## src/rtl/ilk_pkg.sv

```systemverilog
package ilk_pkg;
   localparam int NUM_SRC = 2;
   localparam int NUM_STG = 3;

   typedef enum logic [1:0] {
      STG_EX  = 2'd0,
      STG_MEM = 2'd1,
      STG_WB  = 2'd2
   } stage_e;
endpackage

```

## src/rtl/ilk_cmp.sv

```systemverilog
module ilk_cmp #(
   parameter int AW = 5
) (
   input  logic [AW-1:0] src,
   input  logic          src_used,
   input  logic [AW-1:0] dst,
   input  logic          dst_wen,
   output logic          hit
);
   localparam logic [AW-1:0] ZERO_REG = '0;

   always_comb begin
      hit = src_used && dst_wen && (dst != ZERO_REG) && (dst == src);
   end
endmodule

```

## src/rtl/ilk_policy.sv

```systemverilog
module ilk_policy
   import ilk_pkg::*;
#(
   parameter bit WB_RF_BYPASS = 1'b0
) (
   input  logic                              fwd_en,
   input  logic                              ex_is_load,
   input  logic [NUM_STG-1:0][NUM_SRC-1:0]   hit,
   output logic                              stall
);
   logic ex_any, mem_any, wb_any, full_ilk, load_use;

   always_comb begin
      ex_any  = |hit[STG_EX];
      mem_any = |hit[STG_MEM];
   end

   generate
      if (WB_RF_BYPASS) begin : g_wb_masked
         assign wb_any = 1'b0;
         logic unused_wb;
         assign unused_wb = |hit[STG_WB];
      end else begin : g_wb_live
         assign wb_any = |hit[STG_WB];
      end
   endgenerate

   always_comb begin
      full_ilk = ex_any | mem_any | wb_any;
      load_use = ex_any & ex_is_load;
      stall    = fwd_en ? load_use : full_ilk;
   end
endmodule

```

## src/rtl/ilk_bubble.sv

```systemverilog
module ilk_bubble #(
   parameter int CW = 8
) (
   input  logic          stall,
   input  logic [CW-1:0] ctrl_in,
   output logic [CW-1:0] ctrl_out,
   output logic          pc_we,
   output logic          ifid_we
);
   always_comb begin
      ctrl_out = stall ? '0 : ctrl_in;
      pc_we    = ~stall;
      ifid_we  = ~stall;
   end
endmodule

```

## src/rtl/raw_interlock.sv

```systemverilog
module raw_interlock
   import ilk_pkg::*;
#(
   parameter int REG_AW       = 5,
   parameter int CTRL_W       = 8,
   parameter bit WB_RF_BYPASS = 1'b0
) (
   input  logic              fwd_en,
   input  logic [REG_AW-1:0] id_rs1,
   input  logic              id_use_rs1,
   input  logic [REG_AW-1:0] id_rs2,
   input  logic              id_use_rs2,
   input  logic [CTRL_W-1:0] id_ctrl,
   input  logic [REG_AW-1:0] ex_rd,
   input  logic              ex_wen,
   input  logic              ex_is_load,
   input  logic [REG_AW-1:0] mem_rd,
   input  logic              mem_wen,
   input  logic [REG_AW-1:0] wb_rd,
   input  logic              wb_wen,
   output logic              stall,
   output logic              pc_we,
   output logic              ifid_we,
   output logic [CTRL_W-1:0] idex_ctrl
);
   generate
      if (REG_AW < 1 || REG_AW > 8) begin : g_bad_aw
         $error("raw_interlock: REG_AW must lie in 1..8");
      end
      if (CTRL_W < 1) begin : g_bad_cw
         $error("raw_interlock: CTRL_W must be at least 1");
      end
   endgenerate

   logic [NUM_SRC-1:0][REG_AW-1:0] src_num;
   logic [NUM_SRC-1:0]             src_used;
   logic [NUM_STG-1:0][REG_AW-1:0] dst_num;
   logic [NUM_STG-1:0]             dst_wen;
   logic [NUM_STG-1:0][NUM_SRC-1:0] hit;

   always_comb begin
      src_num[0]       = id_rs1;
      src_num[1]       = id_rs2;
      src_used[0]      = id_use_rs1;
      src_used[1]      = id_use_rs2;
      dst_num[STG_EX]  = ex_rd;
      dst_num[STG_MEM] = mem_rd;
      dst_num[STG_WB]  = wb_rd;
      dst_wen[STG_EX]  = ex_wen;
      dst_wen[STG_MEM] = mem_wen;
      dst_wen[STG_WB]  = wb_wen;
   end

   generate
      for (genvar t = 0; t < NUM_STG; t++) begin : g_stg
         for (genvar s = 0; s < NUM_SRC; s++) begin : g_src
            ilk_cmp #(.AW(REG_AW)) u_cmp (
               .src      (src_num[s]),
               .src_used (src_used[s]),
               .dst      (dst_num[t]),
               .dst_wen  (dst_wen[t]),
               .hit      (hit[t][s])
            );
         end
      end
   endgenerate

   ilk_policy #(.WB_RF_BYPASS(WB_RF_BYPASS)) u_policy (
      .fwd_en     (fwd_en),
      .ex_is_load (ex_is_load),
      .hit        (hit),
      .stall      (stall)
   );

   ilk_bubble #(.CW(CTRL_W)) u_bubble (
      .stall    (stall),
      .ctrl_in  (id_ctrl),
      .ctrl_out (idex_ctrl),
      .pc_we    (pc_we),
      .ifid_we  (ifid_we)
   );
endmodule

```

## config.mk

```make
export PLATFORM = sky130hd
export DESIGN_NAME = raw_interlock
export DESIGN_NICKNAME = d
export VERILOG_FILES = /design/src/rtl/ilk_pkg.sv /design/src/rtl/ilk_cmp.sv /design/src/rtl/ilk_policy.sv /design/src/rtl/ilk_bubble.sv /design/src/rtl/raw_interlock.sv
export SDC_FILE = /design/constraint.sdc
export NUM_CORES = 1
export LEC_CHECK = 0
export CORE_MARGIN = 1.5
export CORE_UTILIZATION = 35
export DETAILED_ROUTE_END_ITERATION = 16
export PLACE_DENSITY = 0.95
export SYNTH_ARGS = -nofsm -noshare
export SYNTH_HDL_FRONTEND = slang
export SYNTH_SLANG_ARGS = --single-unit
```

## constraint.sdc

```tcl
create_clock -name vclk -period 4.4
set_input_delay 0.66 -clock vclk [all_inputs]
set_output_delay 0.66 -clock vclk [all_outputs]
set_load 0.03 [all_outputs]
```

* Word-level counts from Yosys, hierarchy flattened *
Cells that the tools add are included.

storage, ports and cells
  register bits after elaboration = 0
  input port bits = 40
  output and inout bits = 11
  word-level logic and storage cells = 36

operators by class
  equality and inequality tests = 6
  multiplexer cells = 2
  bitwise operators = 4
  reductions and logical operators = 24

operator list
  operator           count
  $eq 5x5->1         6
  $logic_and 1x1->1  18
  $reduce_bool 5->1  3
  $mux 8             1
  $reduce_or 2->1    3
  $or 1x1->1         2
  $and 1x1->1        1
  $mux 1             1
  $not 1->1          1

* Depth between registers and ports, before layout *
Gate-level depths: netlist (run 1).

  word-level depth = 8
  gate-level depth with buffers = 6

* By module *
Synthesis (run 1) repeated with hierarchy kept, for this count alone.

second synthesis, totals
  cells, all modules = 74
  area total of the unflattened synthesis = 548.0 µm²

by module, submodules not included
  module      times used  cells each  area each (µm²)
  ilk_cmp     6           10          76.3
  ilk_bubble  1           10          61.3
  ilk_policy  1           4           28.8

* Least setup slack after synthesis (run 1) *
Ideal clock, no wire load.

  path type = in2out
  from = input port ex_rd[3]
  to = output port pc_we
  arrival = 2.491 ns
  data required time = 3.740 ns
  setup slack = 1.249 ns
  stages = 5
  buffers on the path = 1
  path through = or4_1 o21ai_1 o22ai_2 o22ai_1 buf_4

on the way
  longest elaborated chain between the ends = 8
  elaborated cells on any way between the ends = 13
  those cells by class = eq/ne (2); mux (1); bitwise (4); reduce/logical (6)

RTL lines
  what                            line                 RTL
  start: declaration              raw_interlock.sv:14  input logic [REG_AW-1:0] ex_rd,
  $reduce_bool 5->1               ilk_cmp.sv:13        hit = src_used && dst_wen && (dst != ZERO_REG) && (dst == src);
  $logic_and 1x1->1 (2 in a row)  ilk_cmp.sv:13
  $reduce_or 2->1 (*)             ilk_policy.sv:14     ex_any = |hit[STG_EX];
  $or 1x1->1 (2 in a row)         ilk_policy.sv:29     full_ilk = ex_any | mem_any | wb_any;
  $mux 1 (*)                      ilk_policy.sv:31     stall = fwd_en ? load_use : full_ilk;
  $not 1->1 (*)                   -
  end: declaration                raw_interlock.sv:22  output logic pc_we,

Every way passes the cells marked *; elsewhere a longest branch is shown, timed or not.

* Worst setup path after layout (run 1) *
  from = input port ex_rd[4]
  to = output port ifid_we

on the way
  longest elaborated chain between the ends = 8
  elaborated cells on any way between the ends = 13
  those cells by class = eq/ne (2); mux (1); bitwise (4); reduce/logical (6)

RTL lines
  what                            line                 RTL
  $reduce_bool 5->1               ilk_cmp.sv:13
  $logic_and 1x1->1 (2 in a row)  ilk_cmp.sv:13
  $reduce_or 2->1 (*)             ilk_policy.sv:14
  $or 1x1->1 (2 in a row)         ilk_policy.sv:29
  $mux 1 (*)                      ilk_policy.sv:31
  $not 1->1 (*)                   ilk_bubble.sv:13     ifid_we = ~stall;
  end: declaration                raw_interlock.sv:23  output logic ifid_we,

Marked as above.

==> summary.md, run 1 <==
| Metric | Value |
|---|---|
| Buf+Inv Stages, Crit Path | 2 |
| CLK BUF | 0 |
| Die Height | 43.29 um |
| Synth area leader | xor2_1 |
| Final ANT Viol Nets | 0 |
| Fillers | 128 |
| Slew headroom | 0.5913 |
| GRT Total Usage | 0.2345 |
| Maximum vdd drop | 0.05588 mV |
| Vias per cell | 5.579 |
| Quantity of I/O buffers inserted on ports | 51 |
| Syn_nets | 120 |
| Initial Utilization | 0.3771 |
| Most common cell after layout, fill and taps aside | clkdlybuf4s50_1 |
| Vias | 809 |
| Crit share post-route | 0.8770 |
| DP HPWL | 1779 um |
| Layout cells sized above 1 | 0.01550 |
| Crit-path max FO | 10 |
| Die footprint | 1874 um2 |
| GRT overflow | 0 |
| Kind of critical path | in2out |
| Critical Path AT | 3200 ps |
| Sum Neg Setup Slack | 0 ps |
| Final setup violation count | 0 |
| Initial antenna violation count | 0 |
| Hold Buf Count CTS | 0 |
| DRT Pass-1 Iters | 4 |
| Least-Margin Pin Slew | 613.1 ps |
| CP max stage delay | 710 ps |
| Worst Hold Class | in2out |
| Hold Slack | 2450 ps |
| Iter 0 DRT Violations | 20 |
| Crit path launch type | primary input |
| Detailed Route WL | 1960 um |
| Crit path max-delay family | buffers and inverters |
| Buffer count from post-CTS setup fixing | 0 |
| Status | finished, final reports clean |
| Seq_cells | 0 |
| Vias in the first global route | 816 |
| Die width | 43.29 um |
| Area share of the largest cell type after synthesis | 0.3700 |
| Setup crit end kind | primary output |
| Top achievable clock speed | 259.1 MHz |
| Most common cell on crit path | clkdlybuf4s50_1 |
| Post-DR wirelength/cell | 13.52 um |
| Power consumption | 0.1172 mW |
| Pin count of the biggest net entering global routing | 11 |
| Final min period | 3859 ps |
| Hold Fails Final Rpt | 0 |
| Sequential area share after synthesis | 0 |
| Unrepaired setup endpoints after global routing | false |
| Crit path cell chain | clkdlybuf4s50_1 -> or4_1 -> o21ai_1 -> o22ai_2 -> o22ai_1 -> clkdlybuf4s50_1 |
| Final cell count without fillers | 145 |
| Core area | 1506 um2 |
| Cell Area, Synth | 568.0 um2 |
| Register area | 0 um2 |
| Cell Pwr Density | 107.8 nW/um2 |
| Drt drc | 0 |
| Post-layout net count | 171 |
| Crit path max-delay cell type | clkdlybuf4s50_1 |
| WP data required | 3740 ps |
| First-pass GRT wire length | 3512 um |
| Post-CTS resize count | 0 |
| # IOs | 51 |
| GP Congestion | 0.9184 |
| Area occupied by multi-input gates | 553.0 um2 |
| Antenna diode count | 0 |
| Leakage | 0.3987 nW |
| Cell count after synthesis | 80 |
| Most frequent cells in the layout | 51 x clkdlybuf4s50_1, 24 x xor2_1, 9 x o21ai_0, 9 x o22ai_1, 8 x nand2_1 |
| Syn avg cell area | 7.101 um2 |
| Slew Limit Fails | 0 |
| Dominant cells by area after synthesis | xor2_1 37%, o22ai_1 9.9%, xnor2_1 9.3% |
| Max Cap Viol | 0 |
| Number of synthesis warnings | 0 |
| Synth cell types | 17 |
| Cell Rows | 14 |
| Area grow syn2layout | 91.41% |
| DP Cell Count | 145 |
## path summary, 6_finish.rpt
path | startpoint | to | slack (ps) | cells past startpoint
max | ex_rd[4] | ifid_we | 540 | 6
min | id_ctrl[2] | idex_ctrl[2] | 2450 | 4
## where the power goes
group	switching (mW)	leakage, nW	internal (mW)
clock	0	0	0
combinational	0.0537	0.399	0.0636
sequential	0	0	0
total	0.0537	0.399	0.0636
## cells by family (layout without fill, tap and decap cells)
group / Yosys count / in the layout / share of synthesized area
simple gates: 22 / 22 / 0.2313
xor+xnor: 30 / 30 / 0.4626
buf+inv: 3 / 52 / 0.02642
compound gates: 25 / 25 / 0.2797
## layer usage
metal,vias to the layer above,track usage,wire length (um)
li1,397,-,-
met1,361,0.2759,725
met2,47,0.4418,1035
met3,4,0.01702,160
met4,0,0.06667,38
met5,-,0,0
## synth_stat cells
master and n:
o21ai_1 2, xor2_1 24, o22ai_1 9, nand2_1 8
nor4_1 6, nor3b_4 1, buf_1 1, a32oi_1 3
xnor2_1 6, o22a_1 1, inv_1 1, nor2_1 1
o21ai_0 9, and2_1 3, buf_4 1, o22ai_2 1
or4_1 3
## cell type report
class,instances,share of cell area
inverter,1,0.003452
tap,16,0.01841
timing repair buffer,51,0.4695
multi-input combinational,77,0.5086
## metrics by stage
step,instance area [um2],setup slack (ps),util
CTS,1087,556.9,0.7218
detailed placement,1087,559.1,0.7218
global placement,1087,632.4,0.7218
global route,1087,346.2,0.7218
finish,1087,541.2,0.7218
floorplan,568.0,1249,-
(Power assumes the default switching activity.)
==> run 2, diff against run 1 <==
--- a/config.mk
+++ b/config.mk
@@ -9,6 +9,7 @@
 export CORE_UTILIZATION = 35
 export DETAILED_ROUTE_END_ITERATION = 16
 export PLACE_DENSITY = 0.95
+export SLEW_MARGIN = 40
 export SYNTH_ARGS = -nofsm -noshare
 export SYNTH_HDL_FRONTEND = slang
 export SYNTH_SLANG_ARGS = --single-unit
==> results of run 2 <==
The final DEF is identical to that of run 1; final timing and power are the same.
==> run 3, diff against run 2 <==
--- a/config.mk
+++ b/config.mk
@@ -6,10 +6,11 @@
 export NUM_CORES = 1
 export LEC_CHECK = 0
 export CORE_MARGIN = 1.5
-export CORE_UTILIZATION = 35
+export CORE_UTILIZATION = 32
 export DETAILED_ROUTE_END_ITERATION = 16
 export PLACE_DENSITY = 0.95
 export SLEW_MARGIN = 40
 export SYNTH_ARGS = -nofsm -noshare
 export SYNTH_HDL_FRONTEND = slang
+export SYNTH_HIERARCHICAL = 1
 export SYNTH_SLANG_ARGS = --single-unit
==> constraint.sdc (replaced) <==
create_clock -name vclk -period 4.2
set_input_delay 0.63 -clock vclk [all_inputs]
set_output_delay 0.63 -clock vclk [all_outputs]
set_load 0.03 [all_outputs]
==> summary.md, run 3 <==
| Metric | Value |
|---|---|
| Status | finished, final reports clean |
| Syn avg cell area | 7.406 um2 |
| Iter 0 DRT Violations | 14 |
| Crit path launch type | primary input |
| Most frequent cells in the layout | 51 x clkdlybuf4s50_1, 24 x xnor2_1, 9 x nor2b_1 |
| Number of synthesis warnings | 6 |
| Antenna diode count | 0 |
| Detailed Route WL | 1905 um |
| Hold Buf Count CTS | 0 |
| Pin count of the biggest net entering global routing | 11 |
| Syn_nets | 114 |
| Least-Margin Pin Slew | 727.1 ps |
| Kind of critical path | in2out |
| Sum Neg Setup Slack | 0 ps |
| Cell count after synthesis | 74 |
| Top achievable clock speed | 261.5 MHz |
| Post-layout net count | 166 |
| Slew Limit Fails | 0 |
| Post-CTS resize count | 0 |
| Crit-path max FO | 10 |
| Dominant cells by area after synthesis | xnor2_1 38%, nor3b_2 14%, nor2b_1 10% |
| Hold depth | 3 |
| # IOs | 51 |
| Cell Pwr Density | 108.7 nW/um2 |
| Vias | 744 |
| Post-DR wirelength/cell | 13.61 um |
| Sequential area share after synthesis | 0 |
| Leakage | 0.3436 nW |
| DRT Pass-1 Iters | 6 |
| DP HPWL | 1699 um |
| Most common cell in the netlist | xnor2_1 |
| Seq_cells | 0 |
| Initial antenna violation count | 0 |
| Drt drc | 0 |
| Vias in the first global route | 747 |
| Hold Fails Final Rpt | 0 |
| Cell Area, Synth | 548.0 um2 |
| Die Height | 44.39 um |
| GRT Total Usage | 0.1975 |
| Initial Utilization | 0.3515 |
| Slew headroom | 0.5152 |
| Layout cells sized above 1 | 0.05645 |
| Crit share post-route | 0.9105 |
| Synth cell types | 12 |
| Vias per cell | 5.314 |
| Final ANT Viol Nets | 0 |
| Max Cap Viol | 0 |
| Core area | 1559 um2 |
| Die width | 44.39 um |
| Origin of the worst setup path | wb_rd[0] |
| Setup crit end kind | primary output |
| Register area | 0 um2 |
| Cell Rows | 14 |
| First-pass GRT wire length | 3084 um |
| WP data required | 3570 ps |
| Hold_sp | id_ctrl[3] |
| GRT overflow | 0 |
| Area share of the largest cell type after synthesis | 0.3836 |
| Final min period | 3824 ps |
| Buffer count from post-CTS setup fixing | 0 |
| CLK BUF | 0 |
| Unrepaired setup endpoints after global routing | false |
| Die footprint | 1970 um2 |
| Power consumption | 0.1165 mW |
| Worst Hold Class | in2out |
| Worst setup path endpoint | stall |
| Most common cell after layout, fill and taps aside | clkdlybuf4s50_1 |
| GP Congestion | 0.7764 |
| Synth area leader | xnor2_1 |
| Most instantiated cells after synthesis | 24 x xnor2_1, 9 x nor2b_1, 7 x inv_1 |
| Maximum vdd drop | 0.05551 mV |
| Critical Path AT | 3190 ps |
| Final setup violation count | 0 |
| Area grow syn2layout | 95.43% |
| Quantity of I/O buffers inserted on ports | 51 |
-- run 3: cell types whose count changed after synthesis, moves of 2 or more --
| cell | previous run | this run |
|---|---|---|
| and2_1 | 3 | 0 |
| o22ai_1 | 9 | 1 |
| nand2_1 | 8 | 0 |
| inv_1 | 1 | 7 |
| xor2_1 | 24 | 0 |
| o21ai_1 | 2 | 0 |
| or4_1 | 3 | 0 |
| o21ai_0 | 9 | 6 |
| a32oi_1 | 3 | 0 |
| nor3b_2 | 0 | 6 |
| nand3_1 | 0 | 6 |
| nor2b_1 | 0 | 9 |
| xnor2_1 | 6 | 24 |
| o2111ai_1 | 0 | 6 |
-- run 3: routing by layer --
layer  share of wire  GRT usage  vias to the layer above
met2            0.53     0.3794                       31
met3           0.052          0                        0
met1            0.42     0.2585                      340
met4               0   0.006061                        0
li1                -          -                      373
met5               0          0                        -
-- run 3: cell families after synthesis --
group / synth area share
XOR/XNOR: 0.3836
AO/OA/AOI/OAI: 0.1621
buffers and inverters: 0.06166
AND/OR/NAND/NOR: 0.3927
-- run 3: cell type report --
| type | instances | area [um2] |
|---|---|---|
| Tap cell | 16 | 20.02 |
| Multi-Input combinational cell | 66 | 514.2 |
| Timing Repair Buffer | 51 | 510.5 |
| Inverter | 7 | 26.28 |
| Fill cell | 130 | 488.0 |
-- run 3: worst max-delay path, cell delays in order --
cell             delay [ps]
clkdlybuf4s50_1         570
xnor2_1                 150
o2111ai_1               150
nor3b_2                 230
nor4_2                   70
o22ai_1                 570
clkdlybuf4s50_1         820
-- run 3: where the power goes --
part	switching, mW	internal (mW)
registers	0	0
clock network	0	0
logic	0.0502	0.0663
total	0.0502	0.0663
-- run 3: worst min path at each step --
stage | to | slack [ps]
global placement | idex_ctrl[2] | 2360
floorplan | idex_ctrl[0] | 1470
finish | idex_ctrl[3] | 2350
detailed placement | idex_ctrl[7] | 2350
CTS | idex_ctrl[7] | 2350
global route | idex_ctrl[7] | 2370
-- run 3: per-stage QoR --
| stage | setup WS [ps] | hold slack (ps) | instance area (um2) | utilization | std cells |
|---|---|---|---|---|---|
| floorplan | 928.9 | 1467 | 548.0 | - | 74 |
| global route | 224.7 | 2370 | 1071 | 0.6870 | 140 |
| detailed placement | 405.2 | 2351 | 1071 | 0.6870 | 140 |
| global placement | 515.2 | 2355 | 1071 | 0.6870 | 140 |
| CTS | 397.6 | 2351 | 1071 | 0.6870 | 140 |
| finish | 376.0 | 2348 | 1071 | 0.6870 | 140 |
